[config.mk]
export PLATFORM = sky130hd
export DESIGN_NAME = prot_cfg_top
export DESIGN_NICKNAME = d
export VERILOG_FILES = /design/src/rtl/prot_cfg_pkg.sv /design/src/rtl/prot_cfg_stage.sv /design/src/rtl/prot_cfg_keydec.sv /design/src/rtl/prot_cfg_active.sv /design/src/rtl/prot_cfg_top.sv
export SDC_FILE = /design/constraint.sdc
export NUM_CORES = 1
export LEC_CHECK = 0
export ABC_CLOCK_PERIOD_IN_PS = 1590
export BUFFER_PORTS_ARGS = -buffer_cell sky130_fd_sc_hd__buf_4
export CORE_MARGIN = 4
export CORE_UTILIZATION = 35
export CTS_CLUSTER_SIZE = 10
export DETAILED_ROUTE_END_ITERATION = 8
export MAX_ROUTING_LAYER = met4
export PLACE_DENSITY = 0.66
export SLEW_MARGIN = 20
export SYNTH_ARGS = -nofsm -noshare
export SYNTH_HDL_FRONTEND = slang
export SYNTH_SLANG_ARGS = --single-unit
[constraint.sdc]
create_clock -name clk_i -period 1.59 [get_ports clk_i]
set_input_delay 0.159 -clock clk_i [delete_from_list [all_inputs] [get_ports clk_i]]
set_output_delay 0.159 -clock clk_i [all_outputs]
set_load 0.03 [all_outputs]
[src/rtl/prot_cfg_pkg.sv]
package prot_cfg_pkg;

    localparam int KEY_W = 8;
    localparam int CTL_W = 3;

    localparam logic [KEY_W-1:0] KEY_DIS      = 8'hB2;
    localparam logic [KEY_W-1:0] KEY_AREA_VEC = 8'hD4;
    localparam logic [KEY_W-1:0] KEY_FLAG     = 8'h71;

    // bit 0 disable, bit 1 area, bit 2 vector
    typedef struct packed {
        logic vec;
        logic area;
        logic dis;
    } rst_ctl_t;

    typedef enum logic [1:0] {
        CMT_NONE,
        CMT_DIS,
        CMT_AREA_VEC,
        CMT_FLAG
    } commit_e;

    function automatic commit_e key_to_commit(input logic [KEY_W-1:0] code);
        commit_e c;
        case (code)
            KEY_DIS:      c = CMT_DIS;
            KEY_AREA_VEC: c = CMT_AREA_VEC;
            KEY_FLAG:     c = CMT_FLAG;
            default:      c = CMT_NONE;
        endcase
        return c;
    endfunction

endpackage

[src/rtl/prot_cfg_stage.sv]
module prot_cfg_stage
    import prot_cfg_pkg::*;
(
    input  logic                 clk_i,
    input  logic                 por_i,
    input  logic                 rst_i,
    input  logic                 wr_cfg_i,
    input  logic                 wr_flag_i,
    input  logic [CTL_W-1:0]     cfg_data_i,
    input  logic                 flag_data_i,
    output rst_ctl_t             cfg_q_o,
    output logic                 flag_q_o
);

    always_ff @(posedge clk_i) begin
        if (por_i || rst_i) begin
            cfg_q_o  <= '0;
            flag_q_o <= 1'b0;
        end else begin
            if (wr_cfg_i)  cfg_q_o  <= rst_ctl_t'(cfg_data_i);
            if (wr_flag_i) flag_q_o <= flag_data_i;
        end
    end


    stage_wr_chk: assert property (@(posedge clk_i) disable iff (por_i || rst_i)
        wr_cfg_i |=> cfg_q_o == rst_ctl_t'($past(cfg_data_i)));

endmodule

[src/rtl/prot_cfg_keydec.sv]
module prot_cfg_keydec
    import prot_cfg_pkg::*;
#(
    parameter int GEAR_W = 2
) (
    input  logic                 wr_key_i,
    input  logic [KEY_W-1:0]     code_i,
    input  logic [GEAR_W-1:0]    gear_i,
    output commit_e              cmt_o
);

    logic gear_ok;
    assign gear_ok = (gear_i == '0);

    always_comb begin
        cmt_o = CMT_NONE;
        if (wr_key_i && gear_ok) cmt_o = key_to_commit(code_i);
    end

endmodule

[src/rtl/prot_cfg_active.sv]
module prot_cfg_active
    import prot_cfg_pkg::*;
(
    input  logic      clk_i,
    input  logic      por_i,
    input  logic      rst_i,
    input  commit_e   cmt_i,
    input  rst_ctl_t  cfg_i,
    input  logic      flag_i,
    output rst_ctl_t  act_o,
    output logic      clr_pulse_o
);

    // disable bit: power-on reset only
    always_ff @(posedge clk_i) begin
        if (por_i)                           act_o.dis <= 1'b0;
        else if (!rst_i && cmt_i == CMT_DIS) act_o.dis <= cfg_i.dis;
    end

    always_ff @(posedge clk_i) begin
        if (por_i || rst_i) begin
            act_o.area  <= 1'b0;
            act_o.vec   <= 1'b0;
            clr_pulse_o <= 1'b0;
        end else begin
            if (cmt_i == CMT_AREA_VEC) begin
                act_o.area <= cfg_i.area;
                act_o.vec  <= cfg_i.vec;
            end
            clr_pulse_o <= (cmt_i == CMT_FLAG) && flag_i;
        end
    end


    dis_keep_chk: assert property (@(posedge clk_i) disable iff (por_i)
        rst_i |=> $stable(act_o.dis));


    por_clear_chk: assert property (@(posedge clk_i) disable iff (rst_i)
        por_i |=> (act_o == '0) && !clr_pulse_o);


    area_vec_pair_chk: assert property (@(posedge clk_i) disable iff (por_i || rst_i)
        (cmt_i == CMT_AREA_VEC) |=> (act_o.area == $past(cfg_i.area)) &&
                                   (act_o.vec == $past(cfg_i.vec)) &&
                                   $stable(act_o.dis));


    dis_commit_chk: assert property (@(posedge clk_i) disable iff (por_i || rst_i)
        (cmt_i == CMT_DIS) |=> (act_o.dis == $past(cfg_i.dis)) &&
                              $stable(act_o.area) && $stable(act_o.vec));

endmodule

[src/rtl/prot_cfg_top.sv]
module prot_cfg_top
    import prot_cfg_pkg::*;
#(
    parameter int                ADDR_W    = 2,
    parameter int                DATA_W    = 8,
    parameter int                GEAR_W    = 2,
    parameter logic [ADDR_W-1:0] ADDR_CFG  = 2'd0,
    parameter logic [ADDR_W-1:0] ADDR_FLAG = 2'd1,
    parameter logic [ADDR_W-1:0] ADDR_KEY  = 2'd2
) (
    input  logic              clk_i,
    input  logic              por_i,
    input  logic              rst_i,
    input  logic [GEAR_W-1:0] gear_sel_i,
    input  logic [ADDR_W-1:0] addr_i,
    input  logic [DATA_W-1:0] wdata_i,
    input  logic              wr_i,
    input  logic              rd_i,
    output logic [DATA_W-1:0] rdata_o,
    output logic              rst_dis_o,
    output logic              rst_area_o,
    output logic              rst_vec_o,
    output logic              flag_clr_o
);

    localparam int PAD_W = DATA_W - CTL_W;

    logic     wr_cfg, wr_flag, wr_key;
    rst_ctl_t cfg_q, act_q;
    logic     flag_q;
    commit_e  cmt;

    assign wr_cfg  = wr_i && (addr_i == ADDR_CFG);
    assign wr_flag = wr_i && (addr_i == ADDR_FLAG);
    assign wr_key  = wr_i && (addr_i == ADDR_KEY);

    prot_cfg_stage u_stage (
        .clk_i       (clk_i),
        .por_i       (por_i),
        .rst_i       (rst_i),
        .wr_cfg_i    (wr_cfg),
        .wr_flag_i   (wr_flag),
        .cfg_data_i  (wdata_i[CTL_W-1:0]),
        .flag_data_i (wdata_i[0]),
        .cfg_q_o     (cfg_q),
        .flag_q_o    (flag_q)
    );

    prot_cfg_keydec #(.GEAR_W(GEAR_W)) u_keydec (
        .wr_key_i (wr_key),
        .code_i   (wdata_i[KEY_W-1:0]),
        .gear_i   (gear_sel_i),
        .cmt_o    (cmt)
    );

    prot_cfg_active u_active (
        .clk_i       (clk_i),
        .por_i       (por_i),
        .rst_i       (rst_i),
        .cmt_i       (cmt),
        .cfg_i       (cfg_q),
        .flag_i      (flag_q),
        .act_o       (act_q),
        .clr_pulse_o (flag_clr_o)
    );

    assign rst_dis_o  = act_q.dis;
    assign rst_area_o = act_q.area;
    assign rst_vec_o  = act_q.vec;

    always_comb begin
        rdata_o = '0;
        if (rd_i) begin
            case (addr_i)
                ADDR_CFG:  rdata_o = {{PAD_W{1'b0}}, cfg_q};
                ADDR_FLAG: rdata_o = {{(DATA_W-1){1'b0}}, flag_q};
                ADDR_KEY:  rdata_o = {{PAD_W{1'b0}}, act_q};
                default:   rdata_o = '0;
            endcase
        end
    end


    status_pad_chk: assert property (@(posedge clk_i) disable iff (por_i)
        (rd_i && addr_i == ADDR_KEY) |-> (rdata_o[DATA_W-1:CTL_W] == '0));


    gear_block_chk: assert property (@(posedge clk_i) disable iff (por_i || rst_i)
        (wr_i && addr_i == ADDR_KEY && gear_sel_i != '0) |=>
            $stable({rst_dis_o, rst_area_o, rst_vec_o}) && !flag_clr_o);


    bad_key_chk: assert property (@(posedge clk_i) disable iff (por_i || rst_i)
        (wr_i && addr_i == ADDR_KEY && wdata_i[KEY_W-1:0] != KEY_DIS &&
         wdata_i[KEY_W-1:0] != KEY_AREA_VEC && wdata_i[KEY_W-1:0] != KEY_FLAG) |=>
            $stable({rst_dis_o, rst_area_o, rst_vec_o}) && !flag_clr_o);


    pulse_src_chk: assert property (@(posedge clk_i) disable iff (por_i || rst_i)
        $rose(flag_clr_o) |-> $past(wr_i && addr_i == ADDR_KEY &&
                                    wdata_i[KEY_W-1:0] == KEY_FLAG && gear_sel_i == '0));

endmodule

==> flow_summary.yaml, run 1 <==
status:
  status: "complete, no violations"
yosys:
  synth_seq_area_share_pct: 32.08
  netlist_instances: 55
  synth_top_family_by_area: "simple AND/OR/NAND/NOR gates"
  synth-adder-area-share_pct: 0
  synth_compound_area_share_pct: 1.003
  yosys-mux-area-fraction_pct: 20.05
  ys_ff_latch: 8
  synth_area_um2: 499.2
  synth-xor-area-share_pct: 0
  synthSimpleGateAreaFrac_pct: 37.59
  synth_warnings: 0
  synth_cell_types: 19
  avgSynthCellArea_um2: 9.077
placement:
  placed_cells: 95
  routabilityCongestion: 0.7555
  hpwl_mm: 1.017
  place_area_um2: 693.2
  preCtsSetupSlack_ns: 0.09062
  io_buffers: 23
worst_setup_path:
  reg2reg_depth: 2
  cp_max_fo: 3
  path_cells: "mux2i_1 > o21ai_0 > and2_1 > buf_4"
  worst_r2r_endpoint: "u_active.clr_pulse_o"
  path_class: "flop to output pin"
  critPathRequiredTime_ns: 1.43
  reg2reg_from: "u_stage.flag_q_o"
  arrival_ns: 1.11
  slowest_delay_ns: 0.32
  rrSetupSlack_ns: 0.97
  slowest_stage: "dfxtp_1"
  end_kind: "output pin"
  worstSetupStartpointType: "flop"
finish:
  fin_area_um2: 715.7
  nNetsFinal: 102
  area_growth_pct: 43.36
  nFillCells: 127
  diodes: 0
  stdcell_count: 98
  drive_gt1_share_pct: 37.35
floorplan:
  core_area_mm2: 0.001318
  die_area_mm2: 0.002094
  die_w_um: 45.77
  floorplan.die.height_um: 45.77
  start_util_pct: 37.89
  ios: 29
  rows: 13
clock_tree:
  cts_hold_buf: 0
  postCtsResizedCells: 0
  insertion_delay_ns: 0.26
  clockBufferDepth: 2
  cts_buffers: 3
  cts_root_buf: "clkbuf_4"
  cts_setup_buffers: 0
  cts_tree: "yes"
  htreeDepth: 1
  clock-sinks: 8
  clk_pin_slew_ns: 0.05
route:
  viasPerCell: 4.898
  via_count: 480
  drtAntennaViolNets: 0
  drc_errors: 0
  routed_wl_mm: 1.224
  drtIter0Drc: 7
  dr.pass1.iters: 4
  wl_per_cell_um: 12.49
global_routing:
  grt_overflow: 0
  grt_max_degree: 8
  grtUsageTotal_pct: 13.17
  grt_pass1_vias: 428
  grt_pass1_wl_mm: 1.863
  antenna_found_initial: 0
sta:
  rsz0062_at_grt: "false"
  skew_ns: 0.01064
  setup_tns_ns: 0
  fmax_mhz: 788.6
  layout_min_cycle_time_ns: 1.268
  period_share_pct: 79.76
  setup_viol: 0
  slew_viol_final: 0
  layout_setup_ws_ns: 0.3219
  hold_violations: 0
pwr:
  leakage_nw: 0.3006
  power.density_mw_per_mm2: 629.4
  worst_ir_drop_vdd_v: 0.0003687
worst_hold_path:
  hp-start: "rst_i"
  hold_depth: 2
  hold_class: "input pin to flop"
  min_to: "u_stage.cfg_q_o[1]"
run:
  max_cap_viol_count: 0
## worst max-delay path, delay by kind of cell, from the launching register on
kind,cells,cell delay [ns]
flops,1,0.32
simple gates,1,0.16
buf+inv,1,0.16
mux,1,0.14
compound gates,1,0.08
## per-layer routing
layer | vias up | GRT usage (%) | wire length [um]
met1 | 207 | 16.71 | 518
met4 | 0 | 1.705 | 5
li1 | 246 | - | -
met2 | 25 | 19.50 | 572
met5 | - | - | 0
met3 | 2 | 6.324 | 127
## placed cells by master (no fill, tap or decap), types with 2 or more instances in the layout
cell,n
nand3b_1,2
nand2b_1,4
nand4b_1,3
or4b_1,2
nand2_1,4
mux2i_1,10
nor3_1,4
conb_1,5
nor2_1,4
buf_4,27
clkbuf_4,3
dfxtp_1,8
## power breakdown
group / internal, mW / switching (mW)
sequential: 0.202 / 0.00105
clock: 0.0867 / 0.0729
combinational: 0.0427 / 0.0451
## how the worst max path moves through the flow
stage,startpoint,end,slack [ns],cells past startpoint
after floorplan,addr_i[1],u_active.clr_pulse_o,0.18,4
after global placement,addr_i[0],u_active.clr_pulse_o,0.11,4
after detailed placement,addr_i[0],u_active.clr_pulse_o,0.09,4
after CTS,u_stage.flag_q_o,rdata_o[0],0.31,4
after global routing,u_stage.flag_q_o,rdata_o[0],0.21,4
final,u_stage.flag_q_o,rdata_o[0],0.32,4
## flip-flops by register name, indices dropped and copies added, names as in the netlist
signal                count
u_active.act_o            3
u_stage.cfg_q_o           3
u_active.clr_pulse_o      1
u_stage.flag_q_o          1
## cell type report
cell class                 count  area [um^2]  area share [%]
tap                           15        18.77           2.622
multi-input combinational     45        311.5           43.53
timing repair buffer          27        202.7           28.32
clock buffer                   3        22.52           3.147
sequential                     8        160.2           22.38
## synth_stat cells
library cell   n  area, um^2
and2_1         1       6.260
or4_1          1       7.510
mux2i_1       10       100.1
nor3b_1        1       7.510
nor4_2         1       12.51
nand2b_1       4       25.02
nand2_1        4       15.01
or4b_1         2       20.02
dfxtp_1        8       160.2
nand4b_1       3       26.28
conb_1         1       3.750
or4bb_1        1       11.26
buf_2          1       5.000
buf_4          5       37.54
nor2_1         4       15.01
nor3_1         4       20.02
nor4_1         1       6.260
o21ai_0        1       5.000
nand3b_1       2       15.01
## cell families after synthesis
family,count (synthesis)
other,1
multiplexers,10
AND/OR/NAND/NOR,29
flip-flops,8
AO/OA/AOI/OAI,1
buffers and inverters,6
## through the flow
stage / utilization (%) / power, mW / hold slack, ns
floorplan: - / 0.2548 / 0.2358
global placement: 52.61 / 0.2945 / 0.3801
detailed placement: 52.61 / 0.2947 / 0.3800
CTS: 54.32 / 0.4568 / 0.1127
global route: 54.32 / 0.4735 / 0.1191
finish: 54.32 / 0.4504 / 0.1205
No activity file was read; power rests on OpenSTA's default activity.
==> inputs of run 2 (changes only) <==
--- a/config.mk
+++ b/config.mk
@@ -5,14 +5,14 @@
 export SDC_FILE = /design/constraint.sdc
 export NUM_CORES = 1
 export LEC_CHECK = 0
-export ABC_CLOCK_PERIOD_IN_PS = 1590
+export ABC_AREA = 1
+export ABC_CLOCK_PERIOD_IN_PS = 1190
 export BUFFER_PORTS_ARGS = -buffer_cell sky130_fd_sc_hd__buf_4
 export CORE_MARGIN = 4
 export CORE_UTILIZATION = 35
 export CTS_CLUSTER_SIZE = 10
 export DETAILED_ROUTE_END_ITERATION = 8
 export MAX_ROUTING_LAYER = met4
-export PLACE_DENSITY = 0.66
 export SLEW_MARGIN = 20
 export SYNTH_ARGS = -nofsm -noshare
 export SYNTH_HDL_FRONTEND = slang
==> constraint.sdc (replaced) <==
create_clock -name clk_i -period 1.19 [get_ports clk_i]
set_input_delay 0.119 -clock clk_i [delete_from_list [all_inputs] [get_ports clk_i]]
set_output_delay 0.119 -clock clk_i [all_outputs]
set_load 0.03 [all_outputs]
==> run 2 against run 1 <==
Register-to-register slack lost 0.47 ns. Clock-buffer cell count unchanged. Critical path depth up 1. Non-clock buffer count is 4 lower. Sequential power is 34% higher. Global-route usage is 2.3 points lower. Critical endpoint unchanged.
==> flow_summary.yaml, run 2 <==
finish:
  finalCoreUtilization_pct: 51.28
  nNetsFinal: 140
  nFillCells: 166
  diodes: 0
  final_cell_mix: "23 x nand2_1, 22 x buf_4, 14 x nor2_1, 14 x inv_1, 6 x dfxtp_1"
  area_growth_pct: 34.81
  reg_top3: "u_active.act_o: 3 flops, u_stage.cfg_q_o: 3 flops"
  drive_gt1_share_pct: 36.36
  stdcell_count: 137
  fin_area_um2: 799.5
  final_common_cell: "nand2_1"
yosys:
  yosysTopAreaCellShare_pct: 27.00
  avgSynthCellArea_um2: 6.178
  synth_top_family_by_area: "simple AND/OR/NAND/NOR gates"
  yosys-mux-area-fraction_pct: 0
  synth-xor-area-share_pct: 0
  synth-adder-area-share_pct: 0
  synth_area_um2: 593.1
  synth_area_leaders: "dfxtp_1 27%, nand2_1 15%, inv_1 8.9%"
  ys_ff_latch: 8
  synth.most_common_cell: "nand2_1"
  async_reset_ff_share_pct: 0
  synthSimpleGateAreaFrac_pct: 44.51
  synth_seq_area_share_pct: 27.00
  synth-edff-count: 0
  synth_warnings: 0
  netlist_instances: 96
  synth_cell_types: 18
  synth_compound_area_share_pct: 10.76
  synth_commonest_cells: "23 x nand2_1, 14 x inv_1, 14 x nor2_1, 8 x dfxtp_1, 7 x a21oi_1"
  ys.flop_type: "dfxtp_1"
  yosysTopAreaCell: "dfxtp_1"
route:
  via_count: 627
  viasPerCell: 4.577
  routed_wl_mm: 1.295
  dr.pass1.iters: 2
  drc_errors: 0
  wl_per_cell_um: 9.453
  drtAntennaViolNets: 0
  drtIter0Drc: 5
global_routing:
  grt_overflow: 0
  grt_pass1_vias: 503
  grtUsageTotal_pct: 10.92
  grtUsageMet1_pct: 12.13
  antenna_found_initial: 0
  grt_util_met2_pct: 16.96
  grt_use_met3_pct: 2.141
  busiest_layer: "met2"
  grt_max_degree: 8
  grt_pass1_wl_mm: 1.987
clock_tree:
  clock-sinks: 8
  insertion_delay_ns: 0.24
  cts_root_buf: "clkbuf_4"
  cts_hold_buf: 0
  clk_pin_slew_ns: 0.05
  cts_buffers: 3
  cts_setup_buffers: 0
  htreeDepth: 1
  cts_tree: "yes"
  clockBufferDepth: 2
placement:
  hpwl_mm: 1.147
  routabilityCongestion: 0.7094
  place_area_um2: 770.7
  placed_cells: 134
  io_buffers: 23
status:
  status: "complete, no violations"
worst_setup_path:
  end_kind: "output pin"
  worstSetupStartpointType: "flop"
  slowest_delay_ns: 0.34
  path_cells: "nand3_1 > nand3_1 > nand2_1 > inv_1 > buf_6"
  arrival_ns: 0.97
  slowest_stage: "dfxtp_2"
  critPathBufInv: 2
  critPathRequiredTime_ns: 1.07
  cpLargestDelayFamily: "flip-flops"
  cp_max_fo: 3
  path_class: "flop to output pin"
  path_common_cell: "nand3_1"
sta:
  setup_viol: 0
  setup_tns_ns: 0
  rsz0062_at_grt: "false"
  period_share_pct: 91.17
  hold_violations: 0
  fmax_mhz: 921.8
  slew_viol_final: 0
  skew_ns: 0.0001426
  layout_min_cycle_time_ns: 1.085
  whs_ns: 0.1063
floorplan:
  die_area_mm2: 0.002417
  core_area_mm2: 0.001559
  rows: 14
  die_w_um: 49.17
  floorplan.die.height_um: 49.17
  start_util_pct: 38.04
  ios: 29
pwr:
  worst_ir_drop_vdd_v: 0.0002829
  power.density_mw_per_mm2: 746.2
  leakage_nw: 0.3987
worst_hold_path:
  hold_class: "input pin to flop"
run:
  max_cap_viol_count: 0
run 2: changes by cell type after synthesis, sizes merged, moves of 3 or more:
cell,delta
a21oi,+8
o21ai,+3
mux2i,-10
nand2b,-4
nand2,+24
nor2,+13
inv,+17
nand3,+5
nor3,-4
nand4b,-3
run 2: metrics by stage:
| stage | setup WS [ns] | power (mW) |
|---|---|---|
| 2_1_floorplan | 0.1251 | 0.3581 |
| 3_3_place_gp | 0.1465 | 0.4026 |
| 3_5_place_dp | 0.1366 | 0.4051 |
| 4_1_cts | 0.05135 | 0.6058 |
| 5_1_grt | 0.009884 | 0.6294 |
| 6_report | 0.1051 | 0.5966 |
run 2: where the power goes:
group	switching, mW	leakage, nW	internal (mW)
Sequential	0.00178	0.0656	0.272
Combinational	0.0750	0.319	0.0517
Clock	0.0819	0.0138	0.115
Total	0.159	0.399	0.438
run 2: final cells by class:
class	instances	area (um^2)	area share (%)
clock buffer	3	22.52	2.817
timing repair buffer	23	176.4	22.07
inverter	17	63.81	7.981
tap	16	20.02	2.504
sequential	8	162.7	20.34
multi-input combinational	70	354.1	44.29
run 2: cell families (layout without fill, tap and decap cells):
family	after synthesis	count (layout)
buf+inv	22	43
flops	8	8
compound gates	12	12
simple gates	53	53
other cells	1	5
run 2: worst reg2reg max path, cell delays in order, from the launching register on:
cell and delay (ns):
dfxtp_1 0.30, inv_1 0.09, nand4_1 0.09, nand2_1 0.06, nor2_1 0.04
run 2: timing repair:
item / 4_1_cts / 5_1_grt
hold endpoints to repair: 0 / 0
gates resized for setup: 0 / 3
setup endpoints to repair: 0 / 1
run 2: routing by layer:
| layer | wire length [um] | vias up |
|---|---|---|
| met3 | 96 | 2 |
| met2 | 626 | 21 |
| li1 | - | 333 |
| met5 | 0 | - |
| met1 | 551 | 271 |
| met4 | 21 | 0 |
run 2: final timing paths:
kind                      startpoint  cells after the start  slack (ns)           endpoint
setup / recovery    u_stage.flag_q_o                      5        0.11         rdata_o[0]
hold / removal                 por_i                      4        0.11  u_active.act_o[0]
setup reg to reg  u_stage.cfg_q_o[1]                      4        0.50  u_active.act_o[1]
hold reg to reg     u_stage.flag_q_o                      2        0.46   u_stage.flag_q_o
==> inputs of run 3 (changes only) <==
--- a/config.mk
+++ b/config.mk
@@ -8,11 +8,14 @@
 export ABC_AREA = 1
 export ABC_CLOCK_PERIOD_IN_PS = 1190
 export BUFFER_PORTS_ARGS = -buffer_cell sky130_fd_sc_hd__buf_4
+export CELL_PAD_IN_SITES_DETAIL_PLACEMENT = 1
+export CELL_PAD_IN_SITES_GLOBAL_PLACEMENT = 2
 export CORE_MARGIN = 4
-export CORE_UTILIZATION = 35
+export CORE_UTILIZATION = 21
 export CTS_CLUSTER_SIZE = 10
 export DETAILED_ROUTE_END_ITERATION = 8
 export MAX_ROUTING_LAYER = met4
+export PLACE_DENSITY_LB_ADDON = 0.1
 export SLEW_MARGIN = 20
 export SYNTH_ARGS = -nofsm -noshare
 export SYNTH_HDL_FRONTEND = slang
==> run 3 against run 2 <==
Sequential share of layout area decreased by 0.82 points. Combinational power increased by 4%. Largest power group unchanged. Core utilization decreased by 21 points. Via count up 2.9%. Critical path type unchanged. Design area increased by 4.2%. Clock skew about the same. Clock power up 3%.
==> flow_summary.yaml, run 3 (synthesis results as in run 2) <==
worst_setup_path:
  path_class: "flop to output pin"
  startpoint: "u_stage.cfg_q_o[2]"
  reg2reg_depth: 3
  end_kind: "output pin"
  reg2reg_from: "u_stage.flag_q_o"
  critPathRequiredTime_ns: 1.07
  endpoint: "rdata_o[2]"
  arrival_ns: 0.97
  rrSetupSlack_ns: 0.49
  worst_r2r_endpoint: "u_active.clr_pulse_o"
  cp_max_fo: 2
  worstSetupStartpointType: "flop"
route:
  drc_errors: 0
  routed_wl_mm: 1.537
  drtAntennaViolNets: 0
  wl_per_cell_um: 9.981
  drtIter0Drc: 3
  dr.pass1.iters: 4
  viasPerCell: 4.188
  via_count: 645
global_routing:
  grt_pass1_vias: 612
  grtUsageTotal_pct: 9.199
  grt_max_degree: 8
  antenna_found_initial: 0
  grt_pass1_wl_mm: 2.525
  grt_overflow: 0
clock_tree:
  clockBufferDepth: 2
  cts_root_buf: "clkbuf_4"
  insertion_delay_ns: 0.24
  cts_hold_buf: 0
  cts_tree: "yes"
  clock-sinks: 8
  clk_pin_slew_ns: 0.06
  htreeDepth: 1
  cts_buffers: 3
finish:
  nNetsFinal: 142
  drive_gt1_share_pct: 37.40
  diodes: 0
  reg_top3: "u_active.act_o: 3 flops, u_stage.cfg_q_o: 3 flops"
  final_common_cell: "buf_4"
  fin_area_um2: 833.3
  final_cell_mix: "24 x buf_4, 23 x nand2_1, 14 x nor2_1, 14 x inv_1, 6 x dfxtp_1"
  area_growth_pct: 40.51
placement:
  preCtsSetupSlack_ns: 0.1119
  place_area_um2: 797.0
  io_buffers: 23
  hpwl_mm: 1.375
  routabilityCongestion: 0.7270
worst_hold_path:
  hold_class: "input pin to flop"
  hp-start: "por_i"
floorplan:
  floorplan.die.height_um: 61.14
  die_area_mm2: 0.003738
  rows: 19
  core_area_mm2: 0.002734
  die_w_um: 61.14
  ios: 29
  start_util_pct: 21.69
sta:
  fmax_mhz: 917.1
  layout_setup_ws_ns: 0.09965
  setup_tns_ns: 0
  period_share_pct: 91.63
  slew_viol_final: 0
  hold_violations: 0
  skew_ns: 0.00009276
  setup_viol: 0
  rsz0062_at_grt: "false"
  layout_min_cycle_time_ns: 1.090
pwr:
  power.density_mw_per_mm2: 728.1
  power_uw: 606.7
  worst_ir_drop_vdd_v: 0.0002332
  leakage_nw: 0.4093
status:
  status: "complete, no violations"
run:
  max_cap_viol_count: 0
-- run 3: area by class of cell --
cell class | count | area, um^2
multi-input combinational | 70 | 354.1
sequential | 8 | 162.7
timing repair buffer | 25 | 191.4
tap | 31 | 38.79
inverter | 17 | 63.81
clock buffer | 3 | 22.52
fill | 365 | 1901
-- run 3: power breakdown --
group,total [mW],internal [mW],switching (mW)
combinational,0.132,0.0548,0.0768
clock,0.202,0.115,0.0872
sequential,0.273,0.271,0.00155
-- run 3: through the flow --
| stage | instances | utilization [%] | hold slack [ns] |
|---|---|---|---|
| floorplan | 100 | - | 0.2628 |
| global placement | 150 | 29.15 | 0.3661 |
| detailed placement | 150 | 29.15 | 0.3675 |
| CTS | 153 | 29.98 | 0.1030 |
| global route | 154 | 30.48 | 0.1219 |
| finish | 154 | 30.48 | 0.1027 |
-- run 3: routing by layer --
| metal | share of wire (%) | global-route usage [%] |
|---|---|---|
| met1 | 42 | 10.51 |
| met2 | 50 | 16.31 |
| met3 | 7.7 | 0.8386 |
| met4 | 0 | 3.715 |
| met5 | 0 | - |
-- run 3: critical path, cell delays in order, from the launching register on --
cell and delay [ns]:
dfxtp_1 0.34, nand2_1 0.08, a21oi_2 0.14, buf_4 0.16
-- run 3: worst min path at each step --
| stage | end | slack [ns] | cells past startpoint |
|---|---|---|---|
| after floorplan | u_active.act_o[0] | 0.26 | 3 |
| after global placement | u_active.act_o[0] | 0.37 | 4 |
| after detailed placement | u_active.act_o[0] | 0.37 | 4 |
| after CTS | u_active.act_o[0] | 0.10 | 4 |
| after global routing | u_active.act_o[0] | 0.12 | 4 |
| final | u_active.act_o[0] | 0.10 | 4 |
-- run 3: repair_timing --
action | in CTS | in global routing
gates resized for setup | 0 | 3
setup buffers | 0 | 1
setup endpoints to repair | 0 | 1
